[src/rtl/usb_inep_pkg.sv]
// Package: usb_inep_pkg
// Holds the register field positions, the decoded write command and the
// disable-sequence states shared by the IN endpoint control blocks.
// Assumes a 32-bit register whose field positions are fixed by software.
package usb_inep_pkg;

    localparam int REG_W        = 32;
    localparam int FIFO_W       = 4;
    localparam int BIT_STALL    = 21;
    localparam int FIFO_LSB     = 22;
    localparam int FIFO_MSB     = FIFO_LSB + FIFO_W - 1;
    localparam int BIT_NAK_CLR  = 26;
    localparam int BIT_NAK_SET  = 27;
    localparam int BIT_SEQ_EVEN = 28;
    localparam int BIT_SEQ_ODD  = 29;
    localparam int BIT_DIS      = 30;
    localparam int BIT_EN       = 31;
    localparam int LOW_MSB      = BIT_STALL - 1;

    // One register write, split into its actions
    typedef struct packed {
        logic              wr;
        logic              stall_val;
        logic [FIFO_W-1:0] fifo_val;
        logic              nak_clr;
        logic              nak_set;
        logic              seq_even;
        logic              seq_odd;
        logic              dis_req;
        logic              en_req;
    } inep_cmd_t;

    // Ordered steps of an endpoint shutdown
    typedef enum logic [2:0] {
        SH_IDLE     = 3'd0,
        SH_PEND     = 3'd1,
        SH_DROP_EN  = 3'd2,
        SH_DROP_DIS = 3'd3,
        SH_RAISE    = 3'd4
    } shut_state_t;

endpackage

[src/rtl/usb_inep_cmd_dec.sv]
// Module: usb_inep_cmd_dec
// Splits a register write into per-field load values and one-cycle command
// strobes. Purely combinational. Assumes wr_en lasts one cycle per write.
module usb_inep_cmd_dec
    import usb_inep_pkg::*;
(
    input  logic             wr_en,
    input  logic [REG_W-1:0] wr_data,
    output inep_cmd_t        cmd
);

    logic unused_low_bits;

    // Low bits carry no function; fold them away
    assign unused_low_bits = ^wr_data[LOW_MSB:0];

    // Gate every strobe with the write enable
    always_comb begin
        cmd           = '0;
        cmd.wr        = wr_en;
        cmd.stall_val = wr_data[BIT_STALL];
        cmd.fifo_val  = wr_data[FIFO_MSB:FIFO_LSB];
        cmd.nak_clr   = wr_en & wr_data[BIT_NAK_CLR];
        cmd.nak_set   = wr_en & wr_data[BIT_NAK_SET];
        cmd.seq_even  = wr_en & wr_data[BIT_SEQ_EVEN];
        cmd.seq_odd   = wr_en & wr_data[BIT_SEQ_ODD];
        cmd.dis_req   = wr_en & wr_data[BIT_DIS];
        cmd.en_req    = wr_en & wr_data[BIT_EN];
    end

endmodule

[src/rtl/usb_inep_flags.sv]
// Module: usb_inep_flags
// Holds the software-owned endpoint state: stall, FIFO number, NAK state
// and data-sequence bit. Set strobes win over clear strobes.
// Assumes a synchronous active-low reset.
module usb_inep_flags
    import usb_inep_pkg::*;
(
    input  logic              clk,
    input  logic              rst_n,
    input  inep_cmd_t         cmd,
    output logic              stall,
    output logic [FIFO_W-1:0] fifo_num,
    output logic              nak,
    output logic              seq
);

    // Load stall and FIFO number on writes, apply NAK and sequence strobes
    always_ff @(posedge clk) begin
        if (!rst_n) begin
            stall    <= 1'b0;
            fifo_num <= '0;
            nak      <= 1'b0;
            seq      <= 1'b0;
        end else begin
            if (cmd.wr) begin
                stall    <= cmd.stall_val;
                fifo_num <= cmd.fifo_val;
            end
            if (cmd.nak_set)
                nak <= 1'b1;
            else if (cmd.nak_clr)
                nak <= 1'b0;
            if (cmd.seq_odd)
                seq <= 1'b1;
            else if (cmd.seq_even)
                seq <= 1'b0;
        end
    end

endmodule

[src/rtl/usb_inep_en_ctl.sv]
// Module: usb_inep_en_ctl
// Owns the enable bit and the ordered disable sequence. Engine events clear
// enable ahead of a software set. Once acknowledged, a disable request drops
// enable, then disable, then pulses the done interrupt for one cycle.
// Assumes engine events are single-cycle pulses.
module usb_inep_en_ctl
    import usb_inep_pkg::*;
(
    input  logic      clk,
    input  logic      rst_n,
    input  inep_cmd_t cmd,
    input  logic      ev_setup_done,
    input  logic      ev_xfer_done,
    input  logic      ev_disable_ack,
    output logic      en,
    output logic      dis,
    output logic      done_irq
);

    shut_state_t st, st_nxt;
    logic        hw_clr;
    logic        en_nxt;

    // Any engine completion or the shutdown step removes enable
    assign hw_clr = ev_setup_done | ev_xfer_done | (st == SH_DROP_EN);

    // Disable reads set until its own step of the sequence has passed
    assign dis = (st == SH_PEND) | (st == SH_DROP_EN) | (st == SH_DROP_DIS);

    // Next enable value: hardware clear has priority
    always_comb begin
        en_nxt = en;
        if (hw_clr)
            en_nxt = 1'b0;
        else if (cmd.en_req)
            en_nxt = 1'b1;
    end

    // Next shutdown step
    always_comb begin
        st_nxt = st;
        unique case (st)
            SH_IDLE:     if (cmd.dis_req && en) st_nxt = SH_PEND;
            SH_PEND:     if (ev_disable_ack)    st_nxt = SH_DROP_EN;
            SH_DROP_EN:  st_nxt = SH_DROP_DIS;
            SH_DROP_DIS: st_nxt = SH_RAISE;
            SH_RAISE:    st_nxt = SH_IDLE;
            default:     st_nxt = SH_IDLE;
        endcase
    end

    // State registers and registered interrupt
    always_ff @(posedge clk) begin
        if (!rst_n) begin
            en       <= 1'b0;
            st       <= SH_IDLE;
            done_irq <= 1'b0;
        end else begin
            en       <= en_nxt;
            st       <= st_nxt;
            done_irq <= (st == SH_RAISE);
        end
    end

endmodule

[src/rtl/usb_in_ep_ctrl.sv]
// Module: usb_in_ep_ctrl
// Control register of one USB device IN endpoint. Decodes bus writes and
// keeps the software-owned flags. Runs the enable/disable handshake with the
// endpoint engine and assembles the read value.
// Assumes a synchronous active-low reset and single-cycle write strobes.
module usb_in_ep_ctrl
    import usb_inep_pkg::*;
(
    input  logic             clk,
    input  logic             rst_n,
    input  logic             wr_en,
    input  logic [REG_W-1:0] wr_data,
    output logic [REG_W-1:0] rd_data,
    input  logic             ev_setup_done,
    input  logic             ev_xfer_done,
    input  logic             ev_disable_ack,
    output logic             stall_active,
    output logic             nak_active,
    output logic             seq_odd,
    output logic             dis_done_irq
);

    inep_cmd_t         cmd;
    logic [FIFO_W-1:0] fifo_num;
    logic              en_bit;
    logic              dis_bit;

    usb_inep_cmd_dec u_dec (
        .wr_en   (wr_en),
        .wr_data (wr_data),
        .cmd     (cmd)
    );

    usb_inep_flags u_flags (
        .clk      (clk),
        .rst_n    (rst_n),
        .cmd      (cmd),
        .stall    (stall_active),
        .fifo_num (fifo_num),
        .nak      (nak_active),
        .seq      (seq_odd)
    );

    usb_inep_en_ctl u_en (
        .clk            (clk),
        .rst_n          (rst_n),
        .cmd            (cmd),
        .ev_setup_done  (ev_setup_done),
        .ev_xfer_done   (ev_xfer_done),
        .ev_disable_ack (ev_disable_ack),
        .en             (en_bit),
        .dis            (dis_bit),
        .done_irq       (dis_done_irq)
    );

    // Read value: stored fields only, strobe and spare bits read 0
    always_comb begin
        rd_data                    = '0;
        rd_data[BIT_STALL]         = stall_active;
        rd_data[FIFO_MSB:FIFO_LSB] = fifo_num;
        rd_data[BIT_DIS]           = dis_bit;
        rd_data[BIT_EN]            = en_bit;
    end

endmodule

[config.mk]
export PLATFORM = sky130hd
export DESIGN_NAME = usb_in_ep_ctrl
export DESIGN_NICKNAME = d
export VERILOG_FILES = /design/src/rtl/usb_inep_pkg.sv /design/src/rtl/usb_inep_cmd_dec.sv /design/src/rtl/usb_inep_flags.sv /design/src/rtl/usb_inep_en_ctl.sv /design/src/rtl/usb_in_ep_ctrl.sv
export SDC_FILE = /design/constraint.sdc
export NUM_CORES = 1
export LEC_CHECK = 0
export BUFFER_PORTS_ARGS = -buffer_cell sky130_fd_sc_hd__clkbuf_2
export CAP_MARGIN = 20
export CORE_UTILIZATION = 36
export DETAILED_ROUTE_END_ITERATION = 8
export GPL_ROUTABILITY_DRIVEN = 0
export PLACE_DENSITY_LB_ADDON = 0.08
export SLEW_MARGIN = 20
export SYNTH_ARGS = -nofsm -noshare
export SYNTH_HDL_FRONTEND = slang
export SYNTH_SLANG_ARGS = --single-unit
[constraint.sdc]
create_clock -name clk -period 1.65 [get_ports clk]
set_input_delay 0.0825 -clock clk [delete_from_list [all_inputs] [get_ports clk]]
set_output_delay 0.0825 -clock clk [all_outputs]
set_load 0.02 [all_outputs]
Yosys cells after proc, flatten, opt, wreduce, memory -nomap -nowiden
Index checks and enable logic that the tools add are counted.
Storage, ports and cells
  register bits: 12
  bits in latches: 0
  RAM bits: 0
  ROM bits: 0
  input bits: 38
  word-level logic and storage cells: 37
  memories: 0
Cells by class
  $add $sub $neg: 0
  multipliers: 0
  divide/modulo/power cells: 0
  magnitude comparators: 0
  eq/ne operators: 6
  shift-type cells: 0
  multiplexer cells: 7
  bitwise operators: 11
  reductions and logical operators: 6
Operators by type and width (count)
  $pmux W3 S4: 1
  $and A1 B1 Y1: 6
  $eq A3 B2 Y1 const B: 2
  $mux W3: 2
  $mux W1: 4
  $or A1 B1 Y1: 4
  $reduce_bool A2 Y1: 2
  $eq A3 B1 Y1 const B: 1
  $eq A3 B3 Y1 const B: 1
  $logic_not A3 Y1: 1
  $ne A2 B1 Y1 const B: 1
  $ne A2 B2 Y1 const B: 1
  $reduce_and A2 Y1: 1
  $reduce_or A2 Y1: 1
  $logic_and A1 B1 Y1: 1
  $not A1 Y1: 1

Longest topological paths before layout
  word-level depth: 4
  mapped depth: 3
  mapped depth without buffers: 2

Cells and area by module
From an unflattened synthesis, not the netlist that was laid out.
Unflattened totals
  cells, all modules: 82
  area total of the unflattened synthesis: 745.7 µm²
By module, submodules not included
  usb_inep_flags: times used 1, cells an instance 22, area each 260.2 µm², sequential area each 140.1 µm²
  usb_in_ep_ctrl: times used 1, cells an instance 29, area each 214.0 µm², sequential area each 0.0 µm²
  usb_inep_en_ctl: times used 1, cells an instance 19, area each 188.9 µm², sequential area each 100.1 µm²
  usb_inep_cmd_dec: times used 1, cells an instance 12, area each 82.6 µm², sequential area each 0.0 µm²

Worst setup path before layout
OpenSTA, ideal clock, no wires.
  kind: flip-flop to flip-flop
  start: register, netlist name u_flags.nak
  end: register u_flags.nak
  setup time: 70 ps
  arrival time: 743 ps
  required time: 1580 ps
  slack: 837 ps
  stages on the path, launching flop included: 3
  buffers on the path: 0
  path through: dfxtp_1 -> a21bo_2 -> a21boi_1
RTL lines
  end signal, assigned: line usb_inep_flags.sv:22  | nak <= 1'b0;
  end signal, assigned: line usb_inep_flags.sv:30  | nak <= 1'b1;
  end signal, assigned: line usb_inep_flags.sv:32  | nak <= 1'b0;
  end, declared: line usb_inep_flags.sv:13  | output logic nak,

Worst setup path in the final report
  start: register u_en.st[0]
  end: output port rd_data[30]
On the way
  longest elaborated chain between the ends: 3
Ends and longest elaborated chain
  start, declared: line usb_inep_en_ctl.sv:20  | shut_state_t st, st_nxt;
  start signal, assigned: line usb_inep_en_ctl.sv:60  | st <= st_nxt;
  $eq A3 B1 Y1 or $eq A3 B2 Y1 (tied branches): line usb_inep_en_ctl.sv:28  | assign dis = (st == SH_PEND) | (st == SH_DROP_EN) | (st == SH_DROP_DIS);
  $or A1 B1 Y1: line usb_inep_en_ctl.sv:28
  $or A1 B1 Y1 (*): line usb_inep_en_ctl.sv:28
  end, declared: line usb_in_ep_ctrl.sv:13  | output logic [REG_W-1:0] rd_data,
Mark *: on every way between the ends. The rest lies on a longest branch, timed or not.

==> flow_summary_export.csv <==
group,metric,value,unit
yosys,syn_area_per_cell,9.43,µm²
yosys,yosysTopAreaCellShare,0.349,
yosys,synth_area_leaders,"dfxtp_1 (35%), buf_4 (31%), mux2i_1 (7.3%), nor2b_1 (4.5%), a21bo_2 (2.9%)",
floorplanning,dieArea,2090,µm²
clock_tree,worstSkewPairLatency,270,ps
cells_and_area,fillerInstances,190,
cells_and_area,multi_input_area,317,µm²
clock_tree,cts_resized,0,
cells_and_area,final_cell_mix,"clkbuf_2 (27), conb_1 (25), dfxtp_1 (12), mux2i_1 (5), nor2b_1 (5)",
setup_path,critPathArrivalTime,1020,ps
floorplanning,core_area,1760,µm²
detailed_routing,firstDrtPassIters,2,
cells_and_area,area.sequential,240,µm²
clock_tree,cts.clk_slew.worst_paths,80,ps
grt,antenna_found_initial,0,
clock_tree,clockBufferDepth,2,
sta,slew_violations,0,
clock_tree,numCtsBuffers,3,
yosys,synthCells,73,
yosys,ys.warnings.count,0,
sta,setup_slack,544,ps
detailed_routing,antenna_left,0,
cells_and_area,final_common_cell,"clkbuf_2",
sta,min_period_over_period,0.670,
yosys,ys_types,19,
place,post-dp-hpwl,804,µm
sta,finalSetupViolCount,0,
pwr,p_leak,0.410,nW
yosys,yosys.area.top_type,"dfxtp_1",
clock_tree,post-cts-setup-buffer-count,0,
sta,timing.hold.ws,32.3,ps
detailed_routing,vias,471,
floorplanning,initial_core_util,0.390,
place,pre_cts_ws,818,ps
sta,fmax,0.904,GHz
sta,hold_viol,0,
setup_path,critPathRequiredTime,1570,ps
clock_tree,cts_tree,"yes",
setup_path,worstSetupPathType,"register to output port",
detailed_routing,drt_iter0_drc,5,
floorplanning,die_h,45.7,µm
worst_hold_path,hold_path.class,"input port to register",
floorplanning,fp.dieW,45.7,µm
setup_path,end_kind,"output port",
sta,rsz0062_at_grt,"false",
detailed_routing,wire_per_inst,8.41,µm
cells_and_area,area_growth,10.4,%
sta,tns,0,ps
grt,grt_use_total,0.108,
pwr,powerDensity,883,nW/µm²
setup_path,start_kind,"register",
yosys,syn-cell-area,688,µm²
job,drv_cap,0,
sta,finalCriticalPeriod,1110,ps
status,outcome,"completed",
clock_tree,clock-root-buffer,"clkbuf_4",
pwr,ir_drop,0.000477,V
grt,grt_overflow_total,0,
cells_and_area,layout.nets,138,
grt,grt_pass1_wl,1510,µm
floorplanning,io_pins,74,
clock_tree,cts.sinks,12,
yosys,ys_seq_elements,12,
yosys,yosysSeqAreaShare,0.349,
grt,grt_pass1_vias,351,
detailed_routing,drc_errors,0,
setup_path,critPathMaxFanout,5,
floorplanning,placementRows,15,
cells_and_area,drive_gt1_frac,0.354,
detailed_routing,wirelength,1040,µm
cells_and_area,num_antenna_cells,0,
detailed_routing,vias_per_cell,3.80,
pwr,power.total,0.671,mW
place,portBuffers,27,
grt,grt_max_degree,12,
sta,fin_worst_skew,4.61,ps
clock_tree,hold_buffers,0,
clock_tree,htree_levels,1,
-- synthesized netlist by cell type (all sizes together) --
cell / n
a21o: 1
conb: 1
a211oi: 1
nand2b: 2
nand3: 1
a21boi: 2
nor2b: 5
mux2i: 5
o21a: 1
a21oi: 1
nor2: 4
buf: 29
and3: 1
dfxtp: 12
o2111a: 1
a21bo: 2
nand3b: 1
nand2: 3
-- per-layer routing --
metal  track usage  vias up  share of wire
met5             0        -              0
met4        0.0529        0          0.012
met3        0.0714        2          0.091
met2         0.157       31           0.45
met1         0.121      200           0.45
li1              -      238              -
-- per-stage QoR --
step | utilization | instances | instance area, µm²
after detailed placement | 0.410 | 120 | 723
after CTS | 0.430 | 124 | 759
after global routing | 0.430 | 124 | 759
after global placement | 0.410 | 120 | 723
after floorplan | - | 97 | 778
final | 0.430 | 124 | 759
-- logic make-up after synthesis --
group                  count (synthesis)  synth area share
and+or+nand+nor                       17             0.136
DFF                                   12             0.349
AOI/OAI and AO/OA                      9             0.115
muxes                                  5            0.0727
buffers and inverters                 29             0.322
other                                  1           0.00545
-- power by group --
part	internal, mW	switching (mW)	total [mW]	leakage [nW]
Sequential	0.301	0.00627	0.307	0.0982
Clock	0.134	0.0974	0.231	0.0210
Combinational	0.0388	0.0930	0.132	0.291
Total	0.474	0.197	0.671	0.410
-- state kept, by name (all words and copies together), names as in the netlist --
| register | count |
|---|---|
| u_en.done_irq | 1 |
| u_en.en | 1 |
| u_en.st | 3 |
| u_flags.fifo_num | 4 |
| u_flags.nak | 1 |
| u_flags.seq | 1 |
| u_flags.stall | 1 |
-- worst max-delay path, cell delays in order (launching register included) --
cell	delay [ps]
dfxtp_1	340
nor2_1	200
nor2_1	60
clkbuf_2	150
-- worst paths after layout --
check           endpoint  slack, ps   startpoint  depth (start not counted)
max          rd_data[30]        540   u_en.st[0]                          3
max reg2reg      u_en.en        810   u_en.st[0]                          2
min reg2reg   u_en.st[2]        470   u_en.st[0]                          2
min          u_flags.nak         30  wr_data[27]                          3
-- layout make-up --
| class | count | area share |
|---|---|---|
| clock buffer | 4 | 0.0478 |
| multi-input combinational | 56 | 0.417 |
| sequential | 12 | 0.316 |
| tap | 25 | 0.0412 |
| timing repair buffer | 27 | 0.178 |
Note: power is estimated with default switching activity, not from simulation.
